**config.mk**
```make
export PLATFORM = sky130hd
export DESIGN_NAME = accCtrl
export DESIGN_NICKNAME = d
export VERILOG_FILES = /design/src/rtl/accCtlPkg.sv /design/src/rtl/seqState.sv /design/src/rtl/strobeDecode.sv /design/src/rtl/accCtrl.sv
export SDC_FILE = /design/constraint.sdc
export NUM_CORES = 1
export LEC_CHECK = 0
export BUFFER_PORTS_ARGS = -buffer_cell sky130_fd_sc_hd__buf_2
export CORE_AREA = 2 2 39 41
export CTS_BUF_LIST = sky130_fd_sc_hd__clkbuf_2 sky130_fd_sc_hd__clkbuf_4 sky130_fd_sc_hd__clkbuf_8
export DETAILED_ROUTE_END_ITERATION = 12
export DIE_AREA = 0 0 41 43
export GPL_ROUTABILITY_DRIVEN = 0
export SLEW_MARGIN = 20
export SYNTH_ARGS = -nofsm -noshare
export SYNTH_HDL_FRONTEND = slang
export SYNTH_SLANG_ARGS = --single-unit
export TNS_END_PERCENT = 50
```
**constraint.sdc**
```tcl
create_clock -name clk -period 1.6 [get_ports clk]
set_input_delay 0.16 -clock clk [delete_from_list [all_inputs] [get_ports clk]]
set_output_delay 0.16 -clock clk [all_outputs]
set_load 0.02 [all_outputs]
```
**src/rtl/accCtlPkg.sv**
```systemverilog
package accCtlPkg;
  localparam int OP_W  = 8;
  localparam int ALU_W = 3;

  typedef enum logic [1:0] {ST_RESET, ST_FETCH, ST_EX1, ST_EX2} ctlState_e;

  localparam logic [OP_W-1:0] OP_LD_DIR = 8'h01;
  localparam logic [OP_W-1:0] OP_LD_IMM = 8'h02;
  localparam logic [OP_W-1:0] OP_JUMP   = 8'h12;

  localparam logic [ALU_W-1:0] ALU_HOLD = 3'b000;
  localparam logic [ALU_W-1:0] ALU_PASS = 3'b001;

  // Strobes carried active high inside the block; the top inverts them.
  typedef struct packed {
    logic             irLoad;
    logic             pcInc;
    logic             pcLoad;
    logic             marLoad;
    logic             accLoad;
    logic             memOe;
    logic             addrMar;
    logic [ALU_W-1:0] aluFunc;
  } ctlStrobes_t;
endpackage

```
**src/rtl/seqState.sv**
```systemverilog
module seqState
  import accCtlPkg::*;
(
  input  logic            clk,
  input  logic            rst,
  input  logic [OP_W-1:0] opcode,
  output ctlState_e       state
);
  ctlState_e nextState;

  always_comb begin
    unique case (state)
      ST_RESET: nextState = ST_FETCH;
      ST_FETCH: nextState = ST_EX1;
      ST_EX1:   nextState = (opcode == OP_LD_DIR) ? ST_EX2 : ST_FETCH;
      default:  nextState = ST_FETCH;
    endcase
  end

  always_ff @(posedge clk) begin
    if (rst) state <= ST_RESET;
    else     state <= nextState;
  end

  p_reset_to_fetch_r2: assert property (@(posedge clk) disable iff (rst)
    state == ST_RESET |=> state == ST_FETCH);
  p_fetch_to_ex1_r4: assert property (@(posedge clk) disable iff (rst)
    state == ST_FETCH |=> state == ST_EX1);
  p_ex2_after_direct_r5: assert property (@(posedge clk) disable iff (rst)
    state == ST_EX2 |-> ($past(state) == ST_EX1 && $past(opcode) == OP_LD_DIR));
  p_ex2_to_fetch_r6: assert property (@(posedge clk) disable iff (rst)
    state == ST_EX2 |=> state == ST_FETCH);
endmodule

```
**src/rtl/strobeDecode.sv**
```systemverilog
module strobeDecode
  import accCtlPkg::*;
(
  input  logic            clk,
  input  logic            rst,
  input  ctlState_e       state,
  input  logic [OP_W-1:0] opcode,
  input  logic            carry,
  output ctlStrobes_t     strobes
);
  logic unusedCarry;
  assign unusedCarry = carry;  // carry accepted, no path to outputs

  always_comb begin
    strobes = '0;
    strobes.aluFunc = ALU_HOLD;
    unique case (state)
      ST_FETCH: begin
        strobes.irLoad = 1'b1;
        strobes.pcInc  = 1'b1;
        strobes.memOe  = 1'b1;
      end
      ST_EX1: begin
        unique case (opcode)
          OP_LD_DIR: begin
            strobes.marLoad = 1'b1;
            strobes.pcInc   = 1'b1;
            strobes.memOe   = 1'b1;
          end
          OP_LD_IMM: begin
            strobes.accLoad = 1'b1;
            strobes.pcInc   = 1'b1;
            strobes.memOe   = 1'b1;
            strobes.aluFunc = ALU_PASS;
          end
          OP_JUMP: begin
            strobes.pcLoad = 1'b1;
            strobes.memOe  = 1'b1;
          end
          default: ;
        endcase
      end
      ST_EX2: begin
        if (opcode == OP_LD_DIR) begin
          strobes.accLoad = 1'b1;
          strobes.memOe   = 1'b1;
          strobes.addrMar = 1'b1;
          strobes.aluFunc = ALU_PASS;
        end
      end
      default: ;
    endcase
  end

  p_reset_quiet_r1: assert property (@(posedge clk) disable iff (rst)
    state == ST_RESET |-> (strobes == '0));
  p_pc_exclusive_r10: assert property (@(posedge clk) disable iff (rst)
    !(strobes.pcInc && strobes.pcLoad));
  p_mar_sel_r10: assert property (@(posedge clk) disable iff (rst)
    strobes.addrMar |-> (strobes.accLoad && strobes.memOe && state == ST_EX2));
endmodule

```
**src/rtl/accCtrl.sv**
```systemverilog
module accCtrl
  import accCtlPkg::*;
(
  input  logic             clk,
  input  logic             rst,
  input  logic [OP_W-1:0]  irOpcode,
  input  logic             carryIn,
  output logic             irLoadN,
  output logic             pcIncN,
  output logic             pcLoadN,
  output logic             marLoadN,
  output logic             accLoadN,
  output logic             memOeN,
  output logic             addrSel,
  output logic [ALU_W-1:0] aluFunc
);
  ctlState_e   state;
  ctlStrobes_t strobes;

  seqState u_seq (
    .clk    (clk),
    .rst    (rst),
    .opcode (irOpcode),
    .state  (state)
  );

  strobeDecode u_dec (
    .clk     (clk),
    .rst     (rst),
    .state   (state),
    .opcode  (irOpcode),
    .carry   (carryIn),
    .strobes (strobes)
  );

  assign irLoadN  = ~strobes.irLoad;
  assign pcIncN   = ~strobes.pcInc;
  assign pcLoadN  = ~strobes.pcLoad;
  assign marLoadN = ~strobes.marLoad;
  assign accLoadN = ~strobes.accLoad;
  assign memOeN   = ~strobes.memOe;
  assign addrSel  = strobes.addrMar;
  assign aluFunc  = strobes.aluFunc;
endmodule

```
=== Word level (Yosys, flattened, before mapping) ===
Index checks and enable logic that the tools add are counted.

* Bits in registers: 2
* Bits in latches: 0
* RAM bits: 0
* Memory bits (read-only): 0
* Input bits: 11
* Output and inout bits: 10
* Word-level logic and storage cells: 31
* Memories: 0

* Add/sub/neg operators: 0
* Multipliers: 0
* Div/mod/pow operators: 0
* Magnitude comparators: 0
* Equal/unequal tests: 6
* Shift operators: 0
* Muxes and demuxes: 16
* Bitwise gates (word level): 6
* Reductions and logical operators: 2

{| class="wikitable"
|+ Operators by type and width
! cell !! number
|-
| == test 8 x 1 -> 1 bit (second input constant) || 1
|-
| == test 8 x 2 -> 1 bit (second input constant) || 1
|-
| == test 8 x 5 -> 1 bit (second input constant) || 1
|-
| two-way mux 1 bit || 8
|-
| two-way mux 6 bit || 1
|-
| NOT 1 bit || 6
|-
| one-hot mux 3 bit (2 select lines) || 1
|-
| == test 2 bit (second input constant) || 2
|-
| two-way mux 2 bit || 2
|-
| one-hot mux 1 bit (2 select lines) || 2
|-
| one-hot mux 2 bit (2 select lines) || 1
|-
| one-hot mux 1 bit (3 select lines) || 1
|-
| OR reduction 3 bit || 1
|-
| == test 2 x 1 -> 1 bit (second input constant) || 1
|-
| OR reduction 2 bit || 1
|}

=== Depth between registers and ports, before layout ===
Gate-level depths: netlist of the first run.

* Depth after elaboration: 5
* Depth in mapped cells: 6
* Gate-level depth less buffers: 6

=== By module ===
Synthesis of the first run repeated with hierarchy kept, for this count alone.

* Cells, all modules: 45
* Area, all modules: 346.6 sq um

{| class="wikitable"
|+ Modules (own cells, without submodules)
! module !! instances !! cells each !! area an instance (sq um) !! sequential area each (sq um)
|-
| strobeDecode || 1 || 27 || 205.2 || 0.0
|-
| seqState || 1 || 12 || 118.9 || 40.0
|-
| accCtrl || 1 || 6 || 22.5 || 0.0
|}

=== Least setup slack after synthesis of the first run ===
OpenSTA, ideal clock, no wires.

* Path type: reg-to-output
* Start: reg u_seq.state[1]
* End: out memOeN
* Arrival: 1720 ps
* Data required time: 1440 ps
* Setup slack: -280 ps
* Cell stages (with the launch flop): 5
* Path buffers: 0
* Path through: dfxtp_1 ha_1 nand3b_1 a2111oi_2 o32ai_1

* Cells in the longest elaborated chain, start to end: 3
* Elaborated cells between the ends (all ways): 5
* Those cells by class: 3 x eq/ne; 1 x mux; 1 x bitwise

{| class="wikitable"
|+ RTL lines
! item !! line !! source
|-
| from (decl) || seqState.sv:7 || <nowiki>output ctlState_e state</nowiki>
|-
| from (signal assigned) || seqState.sv:22 || <nowiki>else state <= nextState;</nowiki>
|-
| == test 2 bit / == test 2 x 1 -> 1 bit (equally long branches) || strobeDecode.sv:17 || <nowiki>unique case (state)</nowiki>
|-
| one-hot mux 1 bit (3 select lines) (*) || strobeDecode.sv:17 ||
|-
| NOT 1 bit (*) || accCtrl.sv:41 || <nowiki>assign memOeN = ~strobes.memOe;</nowiki>
|-
| to (decl) || accCtrl.sv:13 || <nowiki>output logic memOeN,</nowiki>
|}

Mark *: on every way between the ends. The rest lies on a longest branch, timed or not.

=== Worst setup path in the final report of the first run ===
* Start: reg u_seq.state[0]
* End: out memOeN

The elaborated chain is that of the path after synthesis.

==> results of run 1 <==
==> power by group <==
part | internal, mW | switching, mW | leakage, nW
clock network | 0.0824 | 0.0248 | 0.0138
registers | 0.0530 | 0.00377 | 0.0175
logic | 0.0417 | 0.0439 | 0.173
==> layer usage <==
metal	part of all wire, %	wire (um)	GRT usage [%]	vias to the layer above
met2	49	321	11.9	12
met1	46	303	11.2	135
met3	5.0	33	3.14	0
met5	0	0	0	-
li1	-	-	-	157
met4	0	0	8.00	0
==> logic make-up (layout without fill, tap and decap cells) <==
logic type | Yosys count | in the layout | share of synthesized area (%)
flops | 2 | 2 | 14.7
xor+xnor | 1 | 1 | 3.23
compound gates | 5 | 5 | 18.9
other cells | 1 | 2 | 1.38
buf+inv | 7 | 31 | 12.4
simple gates | 11 | 11 | 35.5
fa+ha+maj | 3 | 3 | 13.8
==> Yosys cell counts <==
cell	count
a2111oi_2	1
a211oi_2	1
and4bb_2	1
buf_4	2
conb_1	1
dfxtp_1	2
ha_1	3
inv_1	4
inv_2	1
nand3b_1	3
nand4b_1	1
nor2_1	2
nor4_1	1
nor4_4	1
o21bai_1	1
o31ai_1	1
o32ai_1	1
or3_1	1
or4_4	1
xnor2_1	1
==> critical path: cells and delay by family (launching register included) <==
kind	cells	cell delay, ns
AO/OA/AOI/OAI	2	0.35
adder cells (fa/ha/maj)	1	0.15
buffers and inverters	4	0.47
flip-flops	1	0.34
AND/OR/NAND/NOR	1	0.11
==> path summary, 6_finish.rpt <==
path / from / slack [ns] / to
min: rst / 0.11 / u_seq.state[0]
max: u_seq.state[0] / -0.19 / memOeN
min reg2reg: u_seq.state[1] / 0.57 / u_seq.state[1]
max reg2reg: u_seq.state[0] / 0.26 / u_seq.state[1]
==> repair_timing <==
item | in CTS | in global routing
endpoints found under the setup margin | 3 | 6
pin swaps | 4 | 1
setup buffers | 2 | 1
gates resized for setup | 8 | 1
==> layout make-up <==
cell class | instances | area, um^2
Clock buffer | 3 | 22.5
Fill cell | 152 | 887
Inverter | 5 | 18.8
Multi-Input combinational cell | 22 | 245
Sequential cell | 2 | 45.0
Tap cell | 16 | 20.0
Timing Repair Buffer | 23 | 145
==> flow_summary.yaml, run 1 <==
outcome:
  status: "finished with violations"
  violations: "negative setup slack"
cells_and_area:
  largest_register_ffs: 2
  final_common_cell: "buf_2"
  regMostFlops: "u_seq.state"
  fin_area_um2: 497
  fin_nets: 71
  drive_above_1_share_pct: 69.1
  final_core_util_pct: 35.9
  instances_no_fill: 71
  syn_to_final_growth_pct: 82.9
  reg_top3: "u_seq.state x2"
  antenna_cells: 0
  final_cell_mix: "buf_2 (14), buf_4 (7), inv_2 (3), nand3b_1 (3), clkbuf_4 (3)"
drt:
  viasPerCell: 4.28
  wl_per_cell_um: 9.28
  routed_wl_um: 659
  drt_pass1_iterations: 1
  drtIter0Drc: 0
  drc: 0
  num_vias: 304
  drtAntennaViolNets: 0
clock_tree:
  hold_buffers: 0
  clock_insertion_delay_worst_skew_ns: 0.22
  clockBufferDepth: 2
  clock-sinks: 2
  cts_tree: "yes"
  htreeDepth: 1
  cts_buffers: 3
  clk_pin_slew_ns: 0.03
  root_buffer: "clkbuf_4"
sta:
  rsz0062_at_grt: "true"
  min_period_ns: 1.79
  setup_tns_ns: -0.580
  finalSetupViolCount: 4
  finalClockSkew_ns: 0.00109
  finalHoldViolations: 0
  timing.hold.ws_ns: 0.109
  slew_violations: 0
  fmax_mhz: 558
  fin_crit_sh_pct: 112
  fin_ws_ns: -0.192
critical_path:
  path_cells: "inv_2 > ha_4 > buf_4 > nand4b_1 > o31ai_1 > buf_4 > o32ai_4 > buf_6"
  cp.arrival_ns: 1.63
  crit_top_cell: "buf_4"
  reg2regPathDepth: 7
  critPathMaxStageDelay_ns: 0.34
  cp.required_ns: 1.44
  slowest_stage: "dfxtp_2"
  criticalPathCategory: "reg -> out"
  endpoint_kind: "primary output"
  start_kind: "flop"
  worstPathMaxFanout: 3
floorplanning:
  coreArea_um2: 1380
  die-height_um: 43
  std_cell_rows: 14
  io_pins: 21
  die_w_um: 41
  initial_utilization_pct: 19.6
  die_area_um2: 1760
grt:
  grt_pass1_wl_um: 1060
  track_usage_pct: 9.13
  grt_max_degree: 7
  grt_antenna_before_repair: 0
  gr-total-overflow: 0
  grt_pass1_vias: 268
power:
  power.total_mw: 0.250
  power.density_nw_per_um2: 502
  peakVddDrop_mv: 0.356
  p_leak_nw: 0.204
placement:
  dp_slack_ns: -0.0840
  dp.final_hpwl_um: 536
  place_inst: 65
  port_buffers: 17
  postPlaceCellArea_um2: 422
min_path:
  holdPathStages: 2
  hold_class: "in -> reg"
logic_synthesis:
  synth_cell_type_count: 20
  ys_seq_area_share_pct: 14.7
  avgSynthCellArea_um2: 9.05
  yosysTopAreaCellShare_pct: 14.7
  ys_ff_latch: 2
  synthTopCellsByArea: "dfxtp_1 (15%), ha_1 (14%), nand3b_1 (8.3%)"
  syn-cell-area_um2: 272
  ys.warnings.count: 0
  post-synth-top-area-cell: "dfxtp_1"
  synthCells: 30
run:
  maxCapViolations: 0
Note: power is estimated with default switching activity, not from simulation.
==> run 2, diff against run 1 <==
- clock period: 1.6 -> 2.03 ns (I/O delays scaled with it)
==> run 2 against run 1 <==
The flow now finishes without violations. Worst setup slack better by 0.31 ns. Non-clock buffer count down 6. Wire length down 5.8%. Power down 27%. First-iteration DRC count up 9. Critical path type unchanged. Critical endpoint unchanged. Largest cell class unchanged. Highest routed layer is now met4.
==> flow_summary.yaml, run 2 (synthesis results as in run 1) <==
clock_tree:
  clockBufferDepth: 2
  cts_setup_buffers: 0
  cts_buffers: 3
  clock_insertion_delay_worst_skew_ns: 0.22
  cts_tree: "yes"
  clk_pin_slew_ns: 0.03
  clock-sinks: 2
  htreeDepth: 1
  root_buffer: "clkbuf_4"
critical_path:
  start_kind: "flop"
  criticalPathCategory: "reg -> out"
  cp.required_ns: 1.83
  reg2regPathDepth: 5
  endpoint_kind: "primary output"
  timing.rr.end: "u_seq.state[1]"
  cp.arrival_ns: 1.71
  reg2reg_slack_ns: 0.73
  worstPathMaxFanout: 5
  regToRegStartpoint: "u_seq.state[1]"
placement:
  dp_slack_ns: 0.270
  dp.final_hpwl_um: 498
  place_inst: 62
  postPlaceCellArea_um2: 365
  port_buffers: 17
sta:
  fin_ws_ns: 0.116
  slew_violations: 0
  setup_tns_ns: 0
  finalClockSkew_ns: 0.00218
  rsz0062_at_grt: "false"
  timing.hold.ws_ns: 0.160
  finalHoldViolations: 0
  fin_crit_sh_pct: 94.3
  fmax_mhz: 522
  finalSetupViolCount: 0
  min_period_ns: 1.91
floorplanning:
  std_cell_rows: 14
  initial_utilization_pct: 19.6
  die_area_um2: 1760
  die-height_um: 43
  die_w_um: 41
  coreArea_um2: 1380
  io_pins: 21
cells_and_area:
  regMostFlops: "u_seq.state"
  final_cell_mix: "buf_2 (17), inv_1 (4), nand3b_1 (3), ha_1 (3), clkbuf_4 (3)"
  fin_area_um2: 400
  reg_top3: "u_seq.state x2"
  drive_above_1_share_pct: 53.1
  final_core_util_pct: 28.9
  fin_nets: 65
  instances_no_fill: 65
  final_common_cell: "buf_2"
  largest_register_ffs: 2
  antenna_cells: 0
  syn_to_final_growth_pct: 47.5
power:
  switching_share_pct: 30.3
  p_switching_mw: 0.0555
  power.total_mw: 0.183
  power.density_nw_per_um2: 458
  peakVddDrop_mv: 0.186
  p_leak_nw: 0.162
  share_comb_of_total_power_pct: 27.7
  pwr-share-clk_pct: 47.9
  seq_power_share_pct: 24.4
  p_int_mw: 0.128
grt:
  grt_max_degree: 7
  grt_pass1_wl_um: 938
  track_usage_pct: 8.31
  grt_antenna_before_repair: 0
  gr-total-overflow: 0
  grt_pass1_vias: 246
drt:
  drtAntennaViolNets: 0
  num_vias: 278
  routed_wl_um: 621
  drt_pass1_iterations: 4
  wl_per_cell_um: 9.55
  drc: 0
  viasPerCell: 4.28
  drtIter0Drc: 9
min_path:
  holdPathStages: 2
  hold_class: "in -> reg"
  whs_endpoint: "u_seq.state[0]"
  worstHoldStart: "rst"
outcome:
  status: "completed"
run:
  maxCapViolations: 0
==> run 2: cell count changes in the layout (fill, tap and decap cells not counted) <==
cell     previous run  this run
buf_2              14        17
buf_4               7         0
buf_6               2         0
dfxtp_1             0         2
dfxtp_2             1         0
dfxtp_4             1         0
ha_1                2         3
ha_4                1         0
inv_1               2         4
inv_2               3         1
o32ai_1             0         1
o32ai_4             1         0
==> run 2: routing by layer <==
layer  vias to the layer above  global-route usage [%]  share of wire [%]
met3                         2                    1.57                9.0
li1                        147                       -                  -
met1                       115                    9.55                 46
met4                         0                    10.0                2.6
met5                         -                       0                  0
met2                        14                    10.9                 42
==> run 2: power by group through the flow <==
stage               clock (mW)  sequential, mW  combinational [mW]
finish                  0.0878          0.0448              0.0507
CTS                     0.0935          0.0448              0.0497
floorplan                    0          0.0448              0.0308
global route             0.103          0.0450              0.0549
detailed placement           0          0.0453              0.0491
global placement             0          0.0452              0.0495
==> run 2: worst max path at each step <==
stage	startpoint	endpoint	slack, ns	depth (start not counted)
2_1_floorplan	u_seq.state[1]	memOeN	0.11	4
3_3_place_gp	irOpcode[7]	memOeN	0.28	5
3_5_place_dp	irOpcode[7]	memOeN	0.27	5
4_1_cts	u_seq.state[1]	memOeN	0.06	5
5_1_grt	u_seq.state[1]	memOeN	0.02	5
6_report	u_seq.state[1]	memOeN	0.12	5
==> run 2: layout make-up <==
type / instances / area (um^2)
clock buffers: 3 / 22.5
fillers: 150 / 983
inverters: 5 / 18.8
multi-input cells: 22 / 214
flip-flops and latches: 2 / 40.0
well taps: 16 / 20.0
repair buffers: 17 / 85.1
==> run 2: worst max-delay path: stages (launching register included) <==
cell and delay (ns):
dfxtp_1 0.38, ha_1 0.23, nand3b_1 0.14, a2111oi_4 0.40
o32ai_1 0.15, buf_2 0.17
==> run 2: what timing repair did <==
action                     4_1_cts  5_1_grt
hold buffers                     0        0
resized for setup                0        1
setup endpoints to repair        0        1
==> run 3, diff against run 2 <==
==> constraint.sdc (replaced) <==
create_clock -name clk -period 2.03 [get_ports clk]
set_input_delay 0.406 -clock clk [delete_from_list [all_inputs] [get_ports clk]]
set_output_delay 0.406 -clock clk [all_outputs]
set_load 0.02 [all_outputs]
==> run 3 against run 2 <==
Via count increased by 8.6%. The run now ends with negative setup slack left. Clock power increased by 3.2%. Cell area grew 18%. Cell count up 6.2%. Power is 4.2% higher.
==> flow_summary.yaml, run 3 (synthesis results as in run 1) <==
drt:
  routed_wl_um: 682
  drt_pass1_iterations: 1
  wl_per_cell_um: 9.88
  viasPerCell: 4.38
  drtAntennaViolNets: 0
  drtIter0Drc: 0
  drc: 0
  num_vias: 302
sta:
  setup_tns_ns: -0.0123
  finalSetupViolCount: 2
  slew_violations: 0
  fmax_mhz: 490
  fin_ws_ns: -0.00981
  rsz0062_at_grt: "true"
  fin_crit_sh_pct: 100
  min_period_ns: 2.04
  finalClockSkew_ns: 0.00337
  finalHoldViolations: 0
cells_and_area:
  instances_no_fill: 69
  fin_area_um2: 472
  antenna_cells: 0
  syn_to_final_growth_pct: 73.7
  regMostFlops: "u_seq.state"
  reg_top3: "u_seq.state x2"
  drive_above_1_share_pct: 66.0
  final_common_cell: "buf_2"
  final_core_util_pct: 34.1
  final_cell_mix: "buf_2 (13), buf_4 (5)"
  largest_register_ffs: 2
  fin_nets: 69
floorplanning:
  std_cell_rows: 14
  die-height_um: 43
  die_area_um2: 1760
  coreArea_um2: 1380
  initial_utilization_pct: 19.6
  die_w_um: 41
  io_pins: 21
critical_path:
  crit_top_cell: "buf_6"
  path_cells: "buf_6 > or4_4 > a2111oi_4 > buf_4 > inv_2 > buf_6"
  cp.arrival_ns: 1.63
  slowest_stage: "or4_4"
  start_kind: "primary input"
  endpoint_kind: "primary output"
  cp.required_ns: 1.62
  critPathMaxStageDelay_ns: 0.58
  worstPathMaxFanout: 6
  criticalPathCategory: "in -> out"
grt:
  track_usage_pct: 10.1
  grt_pass1_vias: 304
  grt_pass1_wl_um: 1150
  grt_antenna_before_repair: 0
  gr-total-overflow: 0
  grt_max_degree: 7
placement:
  postPlaceCellArea_um2: 407
  port_buffers: 17
  place_inst: 65
  dp.final_hpwl_um: 526
  dp_slack_ns: -0.0605
clock_tree:
  htreeDepth: 1
  clk_pin_slew_ns: 0.03
  clockBufferDepth: 2
  root_buffer: "clkbuf_4"
  cts_tree: "yes"
  clock-sinks: 2
  hold_buffers: 0
  cts_buffers: 3
  clock_insertion_delay_worst_skew_ns: 0.23
run:
  maxCapViolations: 0
power:
  peakVddDrop_mv: 0.209
  power.density_nw_per_um2: 405
  p_leak_nw: 0.189
outcome:
  violations: "negative setup slack"
  status: "finished with violations"
min_path:
  hold_class: "in -> reg"
## run 3: changes by cell type in the layout (fill, tap and decap cells not counted)
cell,delta
dfxtp_2,+2
ha_1,-1
inv_1,-1
buf_4,+5
nor4_4,+1
nor4_1,-1
ha_2,+1
buf_6,+3
inv_2,+1
dfxtp_1,-2
buf_2,-4
## run 3: report_power, final
group	internal [mW]	switching, mW	leakage (nW)	total [mW]
combinational	0.0230	0.0319	0.158	0.0550
clock	0.0654	0.0252	0.0138	0.0906
sequential	0.0426	0.00278	0.0172	0.0454
## run 3: final cells by class
class	instances	area (um^2)
Sequential cell	2	42.5
Inverter	5	18.8
Multi-Input combinational cell	22	231
Tap cell	16	20.0
Fill cell	157	912
Clock buffer	3	22.5
Timing Repair Buffer	21	136
## run 3: stage by stage
step,power [mW],hold WS (ns)
floorplan,0.0763,0.473
global placement,0.0974,0.588
detailed placement,0.0978,0.593
CTS,0.196,0.342
global route,0.209,0.345
finish,0.191,0.349
## run 3: what timing repair did
action                     CTS  global route
hold endpoints to repair     0             0
setup endpoints to repair    4             6
gates resized for setup      9             2
pin swaps                    3             0
buffers inserted             0             1
## run 3: critical path: cells and delay by family
kind | cells | cell delay, ns
buf+inv | 4 | 0.42
compound gates | 1 | 0.23
simple gates | 1 | 0.58
## run 3: path summary, 6_finish.rpt
path / slack, ns / depth (start not counted) / from / endpoint
hold / removal: 0.35 / 2 / rst / u_seq.state[0]
setup / recovery: -0.01 / 6 / irOpcode[2] / accLoadN
setup reg to reg: 0.57 / 7 / u_seq.state[0] / u_seq.state[1]
hold reg to reg: 0.60 / 2 / u_seq.state[1] / u_seq.state[1]
## run 3: per-layer routing
layer / GRT usage, % / wire (um) / up-vias / share of wire [%]
li1: - / - / 152 / -
met5: 0 / 0 / - / 0
met2: 14.4 / 351 / 14 / 51
met3: 3.14 / 43 / 2 / 6.3
met1: 10.9 / 270 / 134 / 40
met4: 10.0 / 17 / 0 / 2.5
